==> src/rtl/ctrl_xfer_pkg.sv <==
package ctrl_xfer_pkg;

  localparam int XLEN       = 32;
  localparam int WORD_BYTES = 4;

  typedef enum logic [2:0] {
    OP_JMP_REL  = 3'd0,
    OP_JMP_ABS  = 3'd1,
    OP_CALL_REL = 3'd2,
    OP_CALL_ABS = 3'd3,
    OP_RET      = 3'd4,
    OP_IRET     = 3'd5
  } xfer_op_e;

  typedef enum logic [2:0] {
    ST_IDLE,
    ST_PUSH,
    ST_POP_IP,
    ST_POP_FL,
    ST_DONE
  } seq_st_e;

  function automatic logic op_known(input logic [2:0] op);
    return op <= 3'd5;
  endfunction

  function automatic logic op_is_call(input logic [2:0] op);
    return (op == OP_CALL_REL) || (op == OP_CALL_ABS);
  endfunction

  function automatic logic op_is_jump(input logic [2:0] op);
    return (op == OP_JMP_REL) || (op == OP_JMP_ABS);
  endfunction

  function automatic logic op_is_rel(input logic [2:0] op);
    return (op == OP_JMP_REL) || (op == OP_CALL_REL);
  endfunction

  function automatic logic [XLEN-1:0] sext_disp(input logic [XLEN-1:0] d,
                                                input logic wide);
    return wide ? d : {{(XLEN-8){d[7]}}, d[7:0]};
  endfunction

  function automatic logic [XLEN-1:0] pop_adjust(input logic [XLEN-1:0] sp,
                                                 input logic [15:0] imm);
    return sp + XLEN'(WORD_BYTES) + {{(XLEN-16){1'b0}}, imm};
  endfunction

endpackage

==> src/rtl/ctrl_xfer_target.sv <==
module ctrl_xfer_target
  import ctrl_xfer_pkg::*;
(
  input  logic [2:0]      op,
  input  logic [XLEN-1:0] disp,
  input  logic            disp_wide,
  input  logic [XLEN-1:0] abs_target,
  input  logic [XLEN-1:0] next_ip,
  output logic [XLEN-1:0] target
);
  logic [XLEN-1:0] rel_sum;

  always_comb begin
    rel_sum = next_ip + sext_disp(disp, disp_wide);
    target  = op_is_rel(op) ? rel_sum : abs_target;
  end
endmodule

==> src/rtl/ctrl_xfer_stack.sv <==
module ctrl_xfer_stack #(
  parameter int DEPTH = 16,
  parameter int WIDTH = 32,
  localparam int AW   = $clog2(DEPTH)
) (
  input  logic             clk,
  input  logic             wr_en,
  input  logic [AW-1:0]    addr,
  input  logic [WIDTH-1:0] wdata,
  output logic [WIDTH-1:0] rdata
);
  logic [WIDTH-1:0] mem [DEPTH];

  always_ff @(posedge clk) begin
    if (wr_en) mem[addr] <= wdata;
  end

  assign rdata = mem[addr];
endmodule

==> src/rtl/ctrl_xfer_seq.sv <==
module ctrl_xfer_seq
  import ctrl_xfer_pkg::*;
#(
  parameter int          DEPTH    = 16,
  parameter logic [31:0] SP_RESET = 32'd64,
  localparam int AW = $clog2(DEPTH)
) (
  input  logic        clk,
  input  logic        rst_n,
  input  logic        req_valid,
  input  logic [2:0]  req_op,
  input  logic [31:0] disp,
  input  logic        disp_wide,
  input  logic [31:0] abs_target,
  input  logic [15:0] ret_imm,
  input  logic [31:0] flags_in,
  input  logic [31:0] next_ip,
  output logic [31:0] ip_out,
  output logic [31:0] sp_out,
  output logic [31:0] flags_out,
  output logic        busy,
  output logic        done
);
  seq_st_e         state;
  logic [2:0]      op_q;
  logic [XLEN-1:0] target_q, ret_q, ip_q, sp_q, flags_q;
  logic [15:0]     imm_q;
  logic [XLEN-1:0] target, sp_dec, rdata;
  logic [AW-1:0]   ram_addr;

  // named events for the checker
  logic req_accept, accept_jmp, push_fire, pop_fire, pop_last, is_call_q;

  ctrl_xfer_target u_target (
    .op(req_op), .disp(disp), .disp_wide(disp_wide),
    .abs_target(abs_target), .next_ip(next_ip), .target(target)
  );

  assign sp_dec   = sp_q - XLEN'(WORD_BYTES);
  assign ram_addr = (state == ST_PUSH) ? sp_dec[AW+1:2] : sp_q[AW+1:2];

  ctrl_xfer_stack #(.DEPTH(DEPTH), .WIDTH(XLEN)) u_stack (
    .clk(clk), .wr_en(push_fire), .addr(ram_addr), .wdata(ret_q), .rdata(rdata)
  );

  assign req_accept = req_valid && (state == ST_IDLE) && op_known(req_op);
  assign accept_jmp = req_accept && op_is_jump(req_op);
  assign push_fire  = (state == ST_PUSH);
  assign pop_fire   = (state == ST_POP_IP) || (state == ST_POP_FL);
  assign pop_last   = (state == ST_POP_FL) ||
                      ((state == ST_POP_IP) && (op_q == OP_RET));
  assign is_call_q  = op_is_call(op_q);

  always_ff @(posedge clk) begin
    if (!rst_n) begin
      state    <= ST_IDLE;
      op_q     <= 3'd0;
      target_q <= '0;
      ret_q    <= '0;
      imm_q    <= '0;
      ip_q     <= '0;
      sp_q     <= SP_RESET;
      flags_q  <= '0;
    end else begin
      unique case (state)
        ST_IDLE: if (req_accept) begin
          op_q     <= req_op;
          target_q <= target;
          ret_q    <= next_ip;
          imm_q    <= ret_imm;
          if (req_op != OP_IRET) flags_q <= flags_in;
          if (op_is_jump(req_op)) begin
            ip_q  <= target;
            state <= ST_DONE;
          end else if (op_is_call(req_op)) begin
            state <= ST_PUSH;
          end else begin
            state <= ST_POP_IP;
          end
        end
        ST_PUSH: begin
          sp_q  <= sp_dec;
          ip_q  <= target_q;
          state <= ST_DONE;
        end
        ST_POP_IP: begin
          ip_q <= rdata;
          if (op_q == OP_RET) begin
            sp_q  <= pop_adjust(sp_q, imm_q);
            state <= ST_DONE;
          end else begin
            sp_q  <= pop_adjust(sp_q, 16'd0);
            state <= ST_POP_FL;
          end
        end
        ST_POP_FL: begin
          flags_q <= rdata;
          sp_q    <= pop_adjust(sp_q, 16'd0);
          state   <= ST_DONE;
        end
        ST_DONE: state <= ST_IDLE;
        default: state <= ST_IDLE;
      endcase
    end
  end

  assign ip_out    = ip_q;
  assign sp_out    = sp_q;
  assign flags_out = flags_q;
  assign busy      = (state != ST_IDLE);
  assign done      = (state == ST_DONE);
endmodule

==> config.mk <==
export PLATFORM = sky130hd
export DESIGN_NAME = ctrl_xfer_seq
export DESIGN_NICKNAME = d
export VERILOG_FILES = /design/src/rtl/ctrl_xfer_pkg.sv /design/src/rtl/ctrl_xfer_target.sv /design/src/rtl/ctrl_xfer_stack.sv /design/src/rtl/ctrl_xfer_seq.sv
export SDC_FILE = /design/constraint.sdc
export NUM_CORES = 1
export LEC_CHECK = 0
export CAP_MARGIN = 15
export CORE_MARGIN = 4
export CORE_UTILIZATION = 55
export CTS_CLUSTER_DIAMETER = 80
export DETAILED_ROUTE_END_ITERATION = 7
export DONT_BUFFER_PORTS = 1
export PLACE_DENSITY = 0.73
export SLEW_MARGIN = 20
export SYNTH_ARGS = -nofsm -noshare
export SYNTH_HDL_FRONTEND = slang
export SYNTH_SLANG_ARGS = --single-unit
==> constraint.sdc <==
create_clock -name clk -period 4.1 [get_ports clk]
set_input_delay 0.82 -clock clk [delete_from_list [all_inputs] [get_ports clk]]
set_output_delay 0.82 -clock clk [all_outputs]
set_load 0.03 [all_outputs]
==> results_dict.tcl, run 1 <==
set metrics [dict create \
    p_per_area_mw_per_mm2 538 \
    post-route-period-util_pct 92.6 \
    synth_area_per_cell_um2 12.7 \
    portBuffers 0 \
    switchingPower_mw 5.78 \
    layout_setup_ws_ns 0.305 \
    die_w_um 247 \
    hold_class "in2reg" \
    status "completed" \
    hpwl_mm 63.0 \
    crit_fanout 9 \
    synth-main-ff-cell "edfxtp_1" \
    relSlewSlack_pct 27.6 \
    clkLatencyLatePin_ns 0.63 \
    drtPass1Iterations 6 \
    min_path_cells 1 \
    syn_nets 2677 \
    maxCapViolations 0 \
    dp_slack_ns 0.0311 \
    ys_seq_area_share_pct 60.7 \
    grt_max_degree 105 \
    nFillCells 4207 \
    setup_viol_count_final 0 \
    drc 0 \
    area_delta_synth_final_pct 13.0 \
    routabilityCongestion 0.985 \
    yosys_warnings 0 \
    worstSetupPathType "reg2reg" \
    layout-drive-gt1-share_pct 16.2 \
    viasPerCell 6.81 \
    synthTopCellsByCount "edfxtp_1 (512), nand2_1 (374), a21oi_1 (234), dfxtp_1 (182), o21ai_0 (140)" \
    grt_pass1_wl_mm 143 \
    rows 87 \
    synth.top_cell.area_share_pct 49.1 \
    layout.cells.non_filler 3323 \
    p_leak_nw 12.3 \
    cp.required_ns 4.62 \
    synth_top_area_cell "edfxtp_1" \
    ir_drop_uv 411 \
    max_freq_ghz 0.264 \
    cts_root_buf "clkbuf_16" \
    synth_seq_cells 694 \
    io_pins 249 \
    p_comb_share_pct 20.0 \
    regToRegSetupSlack_ns 0.31 \
    antenna_found_initial 8 \
    finalHoldViolCount 0 \
    rsz0062_at_grt "false" \
    die_h_um 247 \
    worst_clock_skew_ns 0.0235 \
    cp_data_arrival_time_ns 4.32 \
    internal_power_mw 13.3 \
    synth_area_mm2 0.0313 \
    slew_violations 0 \
    finish.net_count 2707 \
    drtIter0Drc 3188 \
    drt.antenna.violating_nets 0 \
    grt_use_total_pct 31.7 \
    routed_wl_mm 97.8 \
    start_util_pct 55.6 \
    p_clk_share_pct 35.5 \
    switching_share_pct 30.3 \
    postSynthCellCount 2472 \
    dp.cells 3184 \
    cts_tree "yes" \
    coreArea_mm2 0.0564 \
    ff2ff_path_depth 17 \
    synth.most_common_cell "edfxtp_1" \
    routedWlPerCell_um 29.4 \
    cp-end-kind "register" \
    cts_buffer_depth 3 \
    vias 22600 \
    clkSlewWorstSetupHoldPaths_ns 0.06 \
    power_frac_seq_pct 44.5 \
    first_global_vias 22000 \
    ys_async_sr_fraction_pct 0 \
    htree_levels 3 \
    total_power_mw 19.0 \
    synth-edff-count 512 \
    cts_buffers 72 \
    worstSetupStartpointType "register" \
    dieArea_mm2 0.0608 \
    synth.area.top_cells "edfxtp_1 (49%), dfxtp_1 (12%), mux4_2 (9.7%)" \
    cts.sinks 694 \
    post_cts_buffers 0 \
    tightest_slew_ns 1.09 \
    grt_overflow 0 \
    fin_crit_ns 3.79 \
    synth_cell_types 87 \
]
[flip-flops by register name, indices dropped and copies added (netlist names)]
| name | cells |
|---|---|
| u_stack.mem | 512 |
| imm_q | 16 |
| ip_out | 32 |
| op_q | 3 |
| sp_out | 32 |
| ret_q | 32 |
| state | 3 |
| flags_out | 32 |
| target_q | 32 |
[stage by stage]
stage	hold slack (ns)	util (%)	instance area (um2)	TNS [ns]
final	0.323	62.8	35400	0
after global routing	0.303	62.8	35400	0
after CTS	0.286	62.8	35400	0
after detailed placement	0.455	58.4	32900	0
after global placement	0.442	58.4	32900	0
after floorplan	0.432	-	31300	-70.88
[placed cells by master, fill, tap and decap left out, types with 11 or more instances in the layout]
cell type / n
edfxtp_1: 512
nand2_1: 374
a21oi_1: 233
dfxtp_1: 181
o21ai_0: 139
mux4_2: 135
nor2_1: 110
buf_4: 91
clkbuf_16: 74
ha_1: 52
xnor2_1: 48
nand3_1: 38
a31oi_1: 38
xor2_1: 37
nor3_1: 37
mux2i_1: 23
inv_1: 22
a221oi_1: 22
and3_1: 21
buf_12: 21
a21o_1: 20
clkbuf_1: 19
nand4_1: 18
nor2_4: 16
a211oi_1: 16
o21a_1: 13
o22ai_1: 12
and2_1: 11
or3_1: 11
clkinv_2: 11
[worst max-delay path, stage by stage (launching register included)]
cell and delay (ns):
dfxtp_2 0.46, buf_4 0.18, and4_1 0.23, and2_1 0.18, buf_4 0.17, nand3_1 0.11, xnor2_1 0.24, ha_1 0.36
inv_1 0.08, nor2_1 0.16, o2bb2ai_1 0.15, a311oi_1 0.09, buf_4 0.18, nor2_1 0.23, inv_1 0.13, nor4_1 0.22
mux2_2 0.37, o22ai_1 0.15
[kinds of logic after synthesis]
family	after synthesis	synth area share [%]
adder cells (fa/ha/maj)	54	2.20
AND/OR/NAND/NOR	700	9.99
XOR/XNOR	89	2.57
flip-flops	694	60.7
AO/OA/AOI/OAI	596	11.6
buffers and inverters	179	2.44
multiplexers	160	10.5
[power by group through the flow]
stage | Sequential [mW] | Clock [mW] | Combinational, mW
final | 8.47 | 6.76 | 3.81
after detailed placement | 8.61 | 0 | 3.72
after floorplan | 8.47 | 0 | 2.55
after global routing | 8.50 | 7.13 | 4.04
after CTS | 8.46 | 6.82 | 3.75
after global placement | 8.58 | 0 | 3.66
[final timing paths]
check,start,to
max,sp_out[2]$_SDFFE_PN0N_,sp_out[25]$_SDFFE_PN0N_
min,rst_n,sp_out[6]$_SDFFE_PN1N_
max reg2reg,sp_out[2]$_SDFFE_PN0N_,sp_out[25]$_SDFFE_PN0N_
min reg2reg,imm_q[0]$_SDFFE_PN0P_,imm_q[0]$_SDFFE_PN0P_
[area by class of cell]
cell class                      count  area (um2)  area share, %
Inverter                           23        86.3          0.244
Multi-Input combinational cell   1599       11800           33.2
Timing Repair Buffer              112        1100           3.12
Clock buffer                      101        2030           5.74
Sequential cell                   694       19000           53.7
Antenna cell                        5        12.5         0.0353
Tap cell                          756         946           2.67
Clock inverter                     33         435           1.23
[what timing repair did]
| item | CTS | global route |
|---|---|---|
| setup endpoints to repair | 0 | 4 |
| hold buffers | 0 | 0 |
| gates resized for setup | 0 | 2 |
[metal layers]
layer | vias to the layer above | share of wire, % | global-route usage [%]
met3 | 277 | 13 | 9.31
li1 | 9484 | - | -
met1 | 11300 | 37 | 42.5
met4 | 10 | 4.0 | 12.8
met2 | 1587 | 46 | 49.2
met5 | - | 0.070 | 0
Power figures use the tool's default switching activity.
==> inputs of run 2 (changes only) <==
--- a/config.mk
+++ b/config.mk
@@ -5,13 +5,14 @@
 export SDC_FILE = /design/constraint.sdc
 export NUM_CORES = 1
 export LEC_CHECK = 0
+export ABC_CLOCK_PERIOD_IN_PS = 3940
 export CAP_MARGIN = 15
-export CORE_MARGIN = 4
+export CORE_MARGIN = 10
 export CORE_UTILIZATION = 55
 export CTS_CLUSTER_DIAMETER = 80
 export DETAILED_ROUTE_END_ITERATION = 7
 export DONT_BUFFER_PORTS = 1
-export PLACE_DENSITY = 0.73
+export PLACE_DENSITY = 0.7
 export SLEW_MARGIN = 20
 export SYNTH_ARGS = -nofsm -noshare
 export SYNTH_HDL_FRONTEND = slang
==> constraint.sdc (replaced) <==
create_clock -name clk -period 3.94 [get_ports clk]
set_input_delay 0.788 -clock clk [delete_from_list [all_inputs] [get_ports clk]]
set_output_delay 0.788 -clock clk [all_outputs]
set_load 0.03 [all_outputs]
==> run 2 against run 1 <==
Fmax is 1.2% higher. Largest cell class unchanged. Utilization is 0.31 points lower. Register-to-register slack worse by 0.12 ns. Setup slack worse by 0.12 ns. Routed wire length is 0.28% higher. Largest power group unchanged. Worst hold slack worse by 0.022 ns. Final cell count is 0.18% lower.
==> results_dict.tcl, run 2 (synthesis gave the netlist of run 1 again) <==
set metrics [dict create \
    p_clk_share_pct 35.0 \
    dp.cells 3179 \
    drtIter0Drc 2967 \
    fin_crit_ns 3.75 \
    cts_hold_buffers 0 \
    slowest_delay_ns 0.75 \
    setup_viol_count_final 0 \
    die_w_um 259 \
    htree_levels 3 \
    final_util_pct 62.5 \
    relSlewSlack_pct 34.0 \
    hpwl_mm 62.9 \
    clkLatencyLatePin_ns 0.62 \
    hold_class "in2reg" \
    nFillCells 4325 \
    switchingPower_mw 5.92 \
    internal_power_mw 13.7 \
    cp_data_arrival_time_ns 4.26 \
    routabilityCongestion 0.950 \
    maxCapViolations 0 \
    tightest_slew_ns 0.990 \
    start_util_pct 55.6 \
    rows 87 \
    cts_root_buf "clkbuf_16" \
    drtPass1Iterations 6 \
    rsz0062_at_grt "false" \
    dpl_cell_area_mm2 0.0328 \
    layout-drive-gt1-share_pct 15.8 \
    crit_chain "buf_4 > inv_1 > ha_1 > buf_4 > nor2_2 > a21o_4 > buf_12 > mux4_2 > a221oi_1 > buf_4 > o21ai_0 > o211a_1" \
    routedWlPerCell_um 29.6 \
    grt_pass1_wl_mm 143 \
    grt_overflow 0 \
    finalHoldViolCount 0 \
    cp-end-kind "register" \
    drt.antenna.violating_nets 0 \
    final_cell_area_mm2 0.0352 \
    portBuffers 0 \
    switching_share_pct 30.2 \
    final_cell_mix "edfxtp_1 (512), nand2_1 (374), a21oi_1 (233)" \
    worstSetupStartpointType "register" \
    cts_buffer_depth 3 \
    layout_commonest_cell "edfxtp_1" \
    crit_slowest_cell "a221oi_1" \
    crit_start "sp_out[2]$_SDFFE_PN0N_" \
    antenna_found_initial 8 \
    cts_tree "yes" \
    grt_use_total_pct 28.7 \
    io_pins 249 \
    status "completed" \
    largest_reg_flops 512 \
    dieArea_mm2 0.0669 \
    crit_top_cell "buf_4" \
    p_comb_share_pct 20.0 \
    setup_tns_ns 0 \
    slew_violations 0 \
    finish.net_count 2702 \
    routed_wl_mm 98.1 \
    area_delta_synth_final_pct 12.5 \
    layout.cells.non_filler 3317 \
    cts.sinks 694 \
    max_freq_ghz 0.267 \
    ir_drop_uv 427 \
    cts_buffers 72 \
    die_h_um 259 \
    p_leak_nw 12.2 \
    worstSetupPathType "reg2reg" \
    grt_max_degree 105 \
    coreArea_mm2 0.0564 \
    crit_fanout 39 \
    min-delay-start "next_ip[10]" \
    post-route-period-util_pct 95.2 \
    p_per_area_mw_per_mm2 556 \
    viasPerCell 6.65 \
    cp.required_ns 4.45 \
    power_frac_seq_pct 45.0 \
    vias 22100 \
    clkSlewWorstSetupHoldPaths_ns 0.07 \
    worst_hold_slack_ns 0.301 \
    largest_register "u_stack.mem" \
    worst_clock_skew_ns 0.0323 \
    drc 0 \
    first_global_vias 21400 \
    worstReg2RegStart "sp_out[2]$_SDFFE_PN0N_" \
]
run 2: changes by cell type in the layout (fill, tap and decap cells not counted), sizes merged:
cell | previous run | this run
buf | 112 | 107
bufinv | 6 | 4
clkbuf | 101 | 105
clkinv | 23 | 20
clkinvlp | 1 | 0
diode | 5 | 4
inv | 26 | 28
run 2: final cells by class:
type / count / area, um2 / share of cell area, %
flip-flops and latches: 694 / 19000 / 54.0
inverters: 23 / 87.6 / 0.249
repair buffers: 107 / 1030 / 2.92
clock buffers: 105 / 2080 / 5.90
diodes: 4 / 10.0 / 0.0284
well taps: 756 / 946 / 2.68
clock inverters: 29 / 298 / 0.845
multi-input cells: 1599 / 11800 / 33.4
run 2: timing repair:
| action | in CTS | in global routing |
|---|---|---|
| resized for setup | 0 | 1 |
| endpoints found under the setup margin | 0 | 3 |
| setup buffers | 0 | 0 |
run 2: power groups by stage:
stage / Combinational [mW] / Sequential (mW) / Clock (mW)
floorplan: 2.66 / 8.81 / 0
finish: 3.92 / 8.83 / 6.86
CTS: 3.87 / 8.82 / 6.92
global route: 4.17 / 8.87 / 7.19
global placement: 3.79 / 8.95 / 0
detailed placement: 3.84 / 8.97 / 0
run 2: final timing paths:
path	endpoint	depth (start not counted)	slack, ns
worst max-delay path	flags_out[19]$_SDFFE_PN0P_	12	0.19
worst min-delay path	ret_q[10]$_SDFFE_PN0P_	2	0.30
worst min register to register	imm_q[2]$_SDFFE_PN0P_	2	0.46
worst max register to register	flags_out[19]$_SDFFE_PN0P_	12	0.19
run 2: critical path, delay by kind of cell (launching register included):
family          cells  cell delay [ns]
simple gates        1             0.18
buf+inv             5             1.05
flops               1             0.36
fa+ha+maj           1             0.33
mux                 1             0.37
compound gates      4             1.28
run 2: metal layers:
metal | track usage [%] | vias up | share of wire, %
met4 | 9.36 | 8 | 3.2
li1 | - | 9475 | -
met1 | 36.9 | 11100 | 38
met5 | 0 | - | 0.051
met2 | 44.9 | 1316 | 46
met3 | 10.4 | 205 | 13
run 2: stage by stage:
stage                     worst slack, ns  total power, mW
after CTS                          0.0444             19.6
after global placement             0.0952             12.7
after detailed placement           0.0767             12.8
final                               0.189             19.6
after floorplan                    -0.727             11.5
after global routing               0.0129             20.2
